File: src/rtl/aes_rk_pkg.sv
package aes_rk_pkg;
  localparam int WORD_W  = 32;
  localparam int NWORDS  = 4;
  localparam int KEY_W   = WORD_W * NWORDS;
  localparam int SEL_W   = 4;
  localparam int NROUNDS = 10;

  // multiply in GF(2^8) modulo x^8+x^4+x^3+x+1
  function automatic logic [7:0] gf_mul(input logic [7:0] a, input logic [7:0] b);
    logic [7:0] p;
    logic [7:0] x;
    p = 8'h00;
    x = a;
    for (int i = 0; i < 8; i++) begin
      if (b[i]) p = p ^ x;
      x = {x[6:0], 1'b0} ^ (x[7] ? 8'h1b : 8'h00);
    end
    return p;
  endfunction

  // multiplicative inverse as a^254 (maps 0 to 0)
  function automatic logic [7:0] gf_inv(input logic [7:0] a);
    logic [7:0] r;
    logic [7:0] b;
    logic [7:0] e;
    r = 8'h01;
    b = a;
    e = 8'd254;
    for (int i = 0; i < 8; i++) begin
      if (e[i]) r = gf_mul(r, b);
      b = gf_mul(b, b);
    end
    return r;
  endfunction

  function automatic logic [7:0] rotl8(input logic [7:0] v, input int n);
    return (v << n) | (v >> (8 - n));
  endfunction

  function automatic logic [7:0] fwd_sbox(input logic [7:0] x);
    logic [7:0] q;
    q = gf_inv(x);
    return q ^ rotl8(q, 1) ^ rotl8(q, 2) ^ rotl8(q, 3) ^ rotl8(q, 4) ^ 8'h63;
  endfunction

  // bring selector into 1..NROUNDS by flipping bit 3
  function automatic logic [SEL_W-1:0] fold_sel(input logic [SEL_W-1:0] s);
    if (s == '0 || s > SEL_W'(NROUNDS)) return s ^ SEL_W'(8);
    return s;
  endfunction

  function automatic logic [7:0] rcon_byte(input logic [SEL_W-1:0] k);
    logic [7:0] c;
    case (k)
      4'd1:    c = 8'h01;
      4'd2:    c = 8'h02;
      4'd3:    c = 8'h04;
      4'd4:    c = 8'h08;
      4'd5:    c = 8'h10;
      4'd6:    c = 8'h20;
      4'd7:    c = 8'h40;
      4'd8:    c = 8'h80;
      4'd9:    c = 8'h1b;
      4'd10:   c = 8'h36;
      default: c = 8'h00;
    endcase
    return c;
  endfunction
endpackage

File: src/rtl/aes_rk_sbox.sv
module aes_rk_sbox (
  input  logic [7:0] byte_in,
  output logic [7:0] byte_out
);
  import aes_rk_pkg::*;
  always_comb byte_out = fwd_sbox(byte_in);
endmodule

File: src/rtl/aes_rk_subword.sv
module aes_rk_subword #(
  parameter int LANES = 4
) (
  input  logic [8*LANES-1:0] word_in,
  output logic [8*LANES-1:0] word_out
);
  for (genvar g = 0; g < LANES; g++) begin : g_lane
    aes_rk_sbox u_sbox (
      .byte_in  (word_in[8*g +: 8]),
      .byte_out (word_out[8*g +: 8])
    );
  end
endmodule

File: src/rtl/aes_rk_round_ctl.sv
module aes_rk_round_ctl
  import aes_rk_pkg::*;
(
  input  logic [SEL_W-1:0]  sel_in,
  output logic [WORD_W-1:0] rcon_word
);
  logic [SEL_W-1:0] sel_eff;
  always_comb begin
    sel_eff   = fold_sel(sel_in);
    rcon_word = {{(WORD_W-8){1'b0}}, rcon_byte(sel_eff)};
  end
endmodule

File: src/rtl/aes128_rkey_step.sv
module aes128_rkey_step
  import aes_rk_pkg::*;
#(
  parameter int PIPE_STAGES = 2
) (
  input  logic             clk,
  input  logic             rst_n,
  input  logic             in_valid,
  input  logic [KEY_W-1:0] in_key,
  input  logic [SEL_W-1:0] in_round,
  output logic             out_valid,
  output logic [KEY_W-1:0] out_key
);
  localparam int ROT = 8;

  // stage A: rotate, substitute, add constant
  logic [WORD_W-1:0] last_w, rot_w, sub_w, rcon_w, mix_a;
  always_comb begin
    last_w = in_key[KEY_W-1 -: WORD_W];
    rot_w  = {last_w[ROT-1:0], last_w[WORD_W-1:ROT]};
    mix_a  = sub_w ^ rcon_w;
  end

  aes_rk_subword #(.LANES(WORD_W/8)) u_subword (
    .word_in  (rot_w),
    .word_out (sub_w)
  );

  aes_rk_round_ctl u_ctl (
    .sel_in    (in_round),
    .rcon_word (rcon_w)
  );

  // optional middle register
  logic             mid_valid;
  logic [KEY_W-1:0] mid_key;
  logic [WORD_W-1:0] mid_mix;

  if (PIPE_STAGES == 2) begin : g_mid_reg
    logic              mid_valid_q, mid_valid_d;
    logic [KEY_W-1:0]  mid_key_q, mid_key_d;
    logic [WORD_W-1:0] mid_mix_q, mid_mix_d;
    always_comb begin
      mid_valid_d = in_valid;
      mid_key_d   = mid_key_q;
      mid_mix_d   = mid_mix_q;
      if (in_valid) begin
        mid_key_d = in_key;
        mid_mix_d = mix_a;
      end
    end
    always_ff @(posedge clk or negedge rst_n) begin
      if (!rst_n) begin
        mid_valid_q <= 1'b0;
        mid_key_q   <= '0;
        mid_mix_q   <= '0;
      end else begin
        mid_valid_q <= mid_valid_d;
        mid_key_q   <= mid_key_d;
        mid_mix_q   <= mid_mix_d;
      end
    end
    assign mid_valid = mid_valid_q;
    assign mid_key   = mid_key_q;
    assign mid_mix   = mid_mix_q;
  end else begin : g_mid_wire
    assign mid_valid = in_valid;
    assign mid_key   = in_key;
    assign mid_mix   = mix_a;
  end

  // stage B: chain the words
  logic [KEY_W-1:0] chain_key;
  always_comb begin
    chain_key[WORD_W-1:0] = mid_key[WORD_W-1:0] ^ mid_mix;
    for (int i = 1; i < NWORDS; i++)
      chain_key[WORD_W*i +: WORD_W] = mid_key[WORD_W*i +: WORD_W] ^ chain_key[WORD_W*(i-1) +: WORD_W];
  end

  logic             out_valid_d;
  logic [KEY_W-1:0] out_key_d;
  always_comb begin
    out_valid_d = mid_valid;
    out_key_d   = out_key;
    if (mid_valid) out_key_d = chain_key;
  end

  always_ff @(posedge clk or negedge rst_n) begin
    if (!rst_n) begin
      out_valid <= 1'b0;
      out_key   <= '0;
    end else begin
      out_valid <= out_valid_d;
      out_key   <= out_key_d;
    end
  end
endmodule

File: config.mk
export PLATFORM = sky130hd
export DESIGN_NAME = aes128_rkey_step
export DESIGN_NICKNAME = d
export VERILOG_FILES = /design/src/rtl/aes_rk_pkg.sv /design/src/rtl/aes_rk_sbox.sv /design/src/rtl/aes_rk_subword.sv /design/src/rtl/aes_rk_round_ctl.sv /design/src/rtl/aes128_rkey_step.sv
export SDC_FILE = /design/constraint.sdc
export NUM_CORES = 2
export LEC_CHECK = 0
export ABC_CLOCK_PERIOD_IN_PS = 2000
export BUFFER_PORTS_ARGS = -buffer_cell sky130_fd_sc_hd__buf_2
export CAP_MARGIN = 20
export CORE_MARGIN = 2
export CORE_UTILIZATION = 60
export CTS_BUF_LIST = sky130_fd_sc_hd__clkbuf_16
export DETAILED_ROUTE_END_ITERATION = 8
export PLACE_DENSITY = 0.78
export SLEW_MARGIN = 20
export SYNTH_ARGS = -nofsm -noshare
export SYNTH_HDL_FRONTEND = slang
export SYNTH_SLANG_ARGS = --single-unit
File: constraint.sdc
create_clock -name clk -period 2 [get_ports clk]
set_clock_uncertainty 0.1 [all_clocks]
set_input_delay 0.4 -clock clk [delete_from_list [all_inputs] [get_ports clk]]
set_output_delay 0.4 -clock clk [all_outputs]
set_load 0.05 [all_outputs]
==> flow_metrics.py, run 1 <==
metrics = {
    "logic_synthesis": {
        "synth_area_um2": 64900,
        "synth-seq-area-share_pct": 11.2,
        "synth_nets": 8591,
        "synth_area_per_cell_um2": 7.70,
        "synth_edf_count": 0,
        "synthCells": 8433,
        "synthFlopType": "dfrtp_1",
        "synth_cell_types": 116,
        "synth-seq-cells": 290,
        "synthArstFlopShare_pct": 100,
        "yosys_warnings": 0,
    },
    "floorplan": {
        "ios": 264,
        "die_h_um": 333,
        "die_w_um": 333,
        "start_util_pct": 60.6,
        "rows": 120,
    },
    "sta": {
        "timing.worst_endpoint.kind": "register data pin",
        "grt_worst_setup_endpoint": "g_mid_reg.mid_mix_q[3]$_DFFE_PN0P_/D",
    },
    "clocking": {
        "htree_levels": 2,
        "cts_root_buffer": "clkbuf_16",
        "clockBufferDepth": 3,
        "cts_buffers": 35,
        "cts.sinks": 290,
    },
    "run_status": {
        "first-error": "[ERROR GRT-0232] Routing congestion too high. Check the congestion heatmap in the GUI.",
        "status": "stopped before the end",
        "stop_stage": "5_1_grt",
    },
    "global_route": {
        "grt_max_degree": 67,
        "grt_overflow": 3373,
        "track_usage_pct": 91.0,
    },
    "place": {
        "gp_congestion": 1.00,
        "hpwl_um": 184000,
        "post-place-ws_ps": -12100,
        "portBuffers": 263,
    },
}
-- layer usage --
metal	GRT overflow	track usage, %
met1	101	86.4
met2	2163	107
met3	125	78.7
met4	956	96.6
met5	28	59.6
-- stage by stage --
| stage | area, µm² | instances |
|---|---|---|
| after floorplan | 67600 | 8433 |
| after global placement | 86400 | 11900 |
| after detailed placement | 86400 | 11900 |
| after CTS | 92600 | 12200 |
-- cells by family after synthesis --
group           count (synthesis)  synth area share (%)
simple gates                 2704                  18.0
xor+xnor                     2781                  44.1
compound gates               1542                  14.9
mux                           418                  6.94
fa+ha+maj                      28                 0.520
flops                         290                  11.2
buf+inv                       670                  4.41
-- cells in the mapped netlist (18+ instances only) --
master | n | area share [%]
xnor2_1 | 1852 | 25
nor2_1 | 1240 | 7.2
nand2_1 | 745 | 4.3
xor2_1 | 563 | 7.6
a21oi_1 | 485 | 3.7
o21ai_0 | 327 | 2.5
clkbuf_1 | 302 | 1.7
dfrtp_1 | 290 | 11
mux2_2 | 215 | 3.7
mux2i_1 | 195 | 3.0
nor3_1 | 189 | 1.5
buf_2 | 155 | 1.2
nand3_1 | 144 | 1.1
xnor3_1 | 144 | 5.0
o22ai_1 | 129 | 1.2
xnor2_2 | 122 | 3.1
inv_1 | 114 | 0.66
nand2b_1 | 69 | 0.66
nor2b_1 | 64 | 0.62
a211oi_1 | 63 | 0.73
a31oi_1 | 62 | 0.60
o211ai_1 | 53 | 0.61
and2_1 | 49 | 0.47
a22oi_1 | 44 | 0.51
buf_1 | 39 | 0.23
buf_4 | 36 | 0.42
o21ai_1 | 35 | 0.27
xor2_2 | 32 | 0.80
o221ai_1 | 30 | 0.40
or3_1 | 29 | 0.28
a221oi_1 | 27 | 0.36
nor4_1 | 27 | 0.26
o32ai_1 | 26 | 0.35
xnor2_4 | 26 | 1.1
nand4_1 | 24 | 0.23
ha_1 | 23 | 0.44
o31ai_1 | 22 | 0.25
xor3_1 | 22 | 0.81
and3_1 | 20 | 0.19
o21a_1 | 20 | 0.23
nor3b_1 | 19 | 0.22
a21o_1 | 18 | 0.21
o2111ai_1 | 18 | 0.24
or2_2 | 18 | 0.17
-- timing repair --
action,in CTS
hold buffers,92
pin swaps,322
gates cloned,1
endpoints found under the setup margin,44
endpoints found under the hold margin,223
gates resized for setup,479
setup buffers,196
==> run 2, diff against run 1 <==
CORE_UTILIZATION = 40   (was 60)
CTS_BUF_LIST = not set   (was sky130_fd_sc_hd__clkbuf_16)
PLACE_DENSITY = not set   (was 0.78)
PLACE_DENSITY_LB_ADDON = 0.15   (was not set)
==> run 2 against run 1 <==
The flow now finishes, with violations (setup timing); synthesized cell count unchanged; area after synthesis is the same.
==> flow_metrics.py, run 2 <==
metrics = {
    "floorplan": {
        "rows": 147,
        "die_w_um": 407,
        "start_util_pct": 40.4,
        "die_h_um": 407,
        "ios": 264,
        "core_area_um2": 161000,
        "die_area_um2": 166000,
    },
    "final_layout": {
        "multi_input_area_um2": 64100,
        "fin_area_um2": 102000,
        "area_growth_pct": 56.6,
        "mostFrequentLayoutCells": "buf_4 (2611), xnor2_1 (1398), nor2_1 (1156)",
        "regArea_um2": 7270,
        "drive_above_1_share_pct": 42.9,
        "nNetsFinal": 11300,
        "nFillCells": 13600,
        "top_regs": "g_mid_reg.mid_key_q: 128 flops, out_key: 128 flops, g_mid_reg.mid_mix_q: 32 flops",
        "utilization_pct": 63.2,
        "fin_cells": 13400,
        "layout_commonest_cell": "buf_4",
    },
    "logic_synthesis": {
        "synth_area_per_cell_um2": 7.70,
        "synthCells": 8433,
        "synth_area_um2": 64900,
        "synth_cell_types": 116,
        "synth_edf_count": 0,
        "synth-seq-cells": 290,
        "synth_top_area_share_pct": 25.0,
        "synth-seq-area-share_pct": 11.2,
        "yosys-top-cells-area": "xnor2_1 (25%), dfrtp_1 (11%), xor2_1 (7.6%)",
        "yosysTopAreaCell": "xnor2_1",
        "yosysMostFrequentCell": "xnor2_1",
        "netlist_top_cells_count": "xnor2_1 (1852), nor2_1 (1240), nand2_1 (745)",
        "synth_nets": 8591,
        "synthFlopType": "dfrtp_1",
        "yosys_warnings": 0,
        "synthArstFlopShare_pct": 100,
    },
    "clocking": {
        "clkLatencyLatePin_ps": 610,
        "clockBufferDepth": 3,
        "cts_tree": "yes",
        "cts_buffers": 35,
        "htree_levels": 2,
        "cts.sinks": 290,
        "cts_root_buffer": "clkbuf_16",
        "clk_pin_slew_worst_paths_ps": 70,
    },
    "setup_path": {
        "slowest_stage": "xor3_1",
        "crit_top_cell": "buf_4",
        "critical_path_depth": 68,
        "startpoint_type": "input port",
        "path_class": "input port to flip-flop",
        "worstPathRequired_ps": 2380,
        "cp_data_arrival_time_ps": 13360,
        "ff2ff_path_depth": 8,
        "crit_buf_inv": 14,
        "critPathCapture": "g_mid_reg.mid_mix_q[4]",
        "crit_start": "in_key[110]",
        "crit_family": "compound AO/OA/AOI/OAI gates",
        "ff2ff_setup_slack_ps": -40,
        "r2r_end": "out_key[111]",
        "crit_fanout": 6,
        "reg2reg_from": "g_mid_reg.mid_mix_q[15]",
        "critical_path.max_stage_delay_ps": 500,
        "cp-end-kind": "flip-flop",
    },
    "run_status": {
        "status": "complete, but fails checks",
        "violations": "setup timing",
    },
    "sta": {
        "period_share_pct": 649,
        "rsz0062_at_grt": "true",
        "slew_viol_final": 0,
        "clock.fmax_mhz": 77.0,
        "setup_slack_ps": -10980,
        "slew_headroom_pct": 45.8,
        "finalCriticalPeriod_ps": 12980,
        "worst_slew_pin_slew_ps": 807,
        "setup_violations": 36,
        "finalHoldViolations": 0,
    },
    "place": {
        "portBuffers": 263,
        "placedCellCount": 12700,
        "hpwl_um": 187000,
        "gp_congestion": 0.960,
        "post-place-ws_ps": -12080,
        "placed_cell_area_um2": 87900,
    },
    "global_route": {
        "grt_overflow": 0,
        "grt_pass1_vias": 69500,
        "antenna_found_initial": 9,
        "track_usage_pct": 28.8,
        "grt_first_pass_wirelength_um": 385000,
        "grt_max_degree": 86,
    },
    "drt": {
        "vias_per_cell": 5.29,
        "drt-initial-drc-count": 5533,
        "ant_nets": 0,
        "routedWlPerCell_um": 18.6,
        "drt-total-wl_um": 248000,
        "drcViolationCount": 0,
        "first_pass_iters": 9,
        "vias": 70800,
    },
    "worst_hold_path": {
        "hold_class": "input port to flip-flop",
        "hold_depth": 2,
    },
    "job": {
        "cap_violations": 0,
    },
}
==> run 2: metrics by stage <==
stage	TNS, ps	hold WS [ps]
after detailed placement	-360600	119
after CTS	-316890	2.10
after global routing	-341220	27.6
final	-324410	49.1
after global placement	-357790	118
after floorplan	-339650	4.41
==> run 2: routing by layer <==
layer  global-route usage [%]  share of wire [%]
met3                     3.05                5.8
met4                     6.08                2.3
met2                     48.8                 48
met1                     39.4                 44
met5                        0              0.020
==> run 2: area by class of cell <==
type / instances / area share [%]
Antenna cell: 1 / 0.00246
Clock buffer: 49 / 0.942
Clock inverter: 13 / 0.148
Inverter: 134 / 0.533
Multi-Input combinational cell: 7473 / 63.0
Sequential cell: 290 / 7.15
Tap cell: 2160 / 2.66
Timing Repair Buffer: 3251 / 25.5
==> run 2: kinds of logic after synthesis <==
| family | Yosys count | share of synthesized area (%) |
|---|---|---|
| AND/OR/NAND/NOR | 2704 | 18.0 |
| adder cells (fa/ha/maj) | 28 | 0.520 |
| flip-flops | 290 | 11.2 |
| buffers and inverters | 670 | 4.41 |
| AO/OA/AOI/OAI | 1542 | 14.9 |
| multiplexers | 418 | 6.94 |
| XOR/XNOR | 2781 | 44.1 |
==> run 2: repair_timing <==
action	4_1_cts	5_1_grt
hold buffers	95	0
cloned	3	2
gates resized for setup	774	580
pin swaps	565	495
setup endpoints to repair	49	61
setup buffers	321	190
hold endpoints to repair	301	0
==> run 2: worst reg2reg max path: cells and delay by family (launching register included) <==
family | cells | cell delay (ps)
muxes | 1 | 260
xor gates and xnor gates | 4 | 630
DFF | 1 | 400
buffers and inverters | 3 | 530
==> run 2: worst min-delay path by stage <==
stage,slack (ps),startpoint,to
6_report,50,in_key[70],g_mid_reg.mid_key_q[70]
5_1_grt,30,in_key[70],g_mid_reg.mid_key_q[70]
4_1_cts,2,in_key[70],g_mid_reg.mid_key_q[70]
3_5_place_dp,120,rst_n,out_key[115]
3_3_place_gp,120,rst_n,out_key[82]
2_1_floorplan,4,rst_n,g_mid_reg.mid_key_q[0]
Power of run 2 is left out: the tool's default activity adds up to more than one toggle a clock period on the data nets, which glitch-free logic cannot reach.
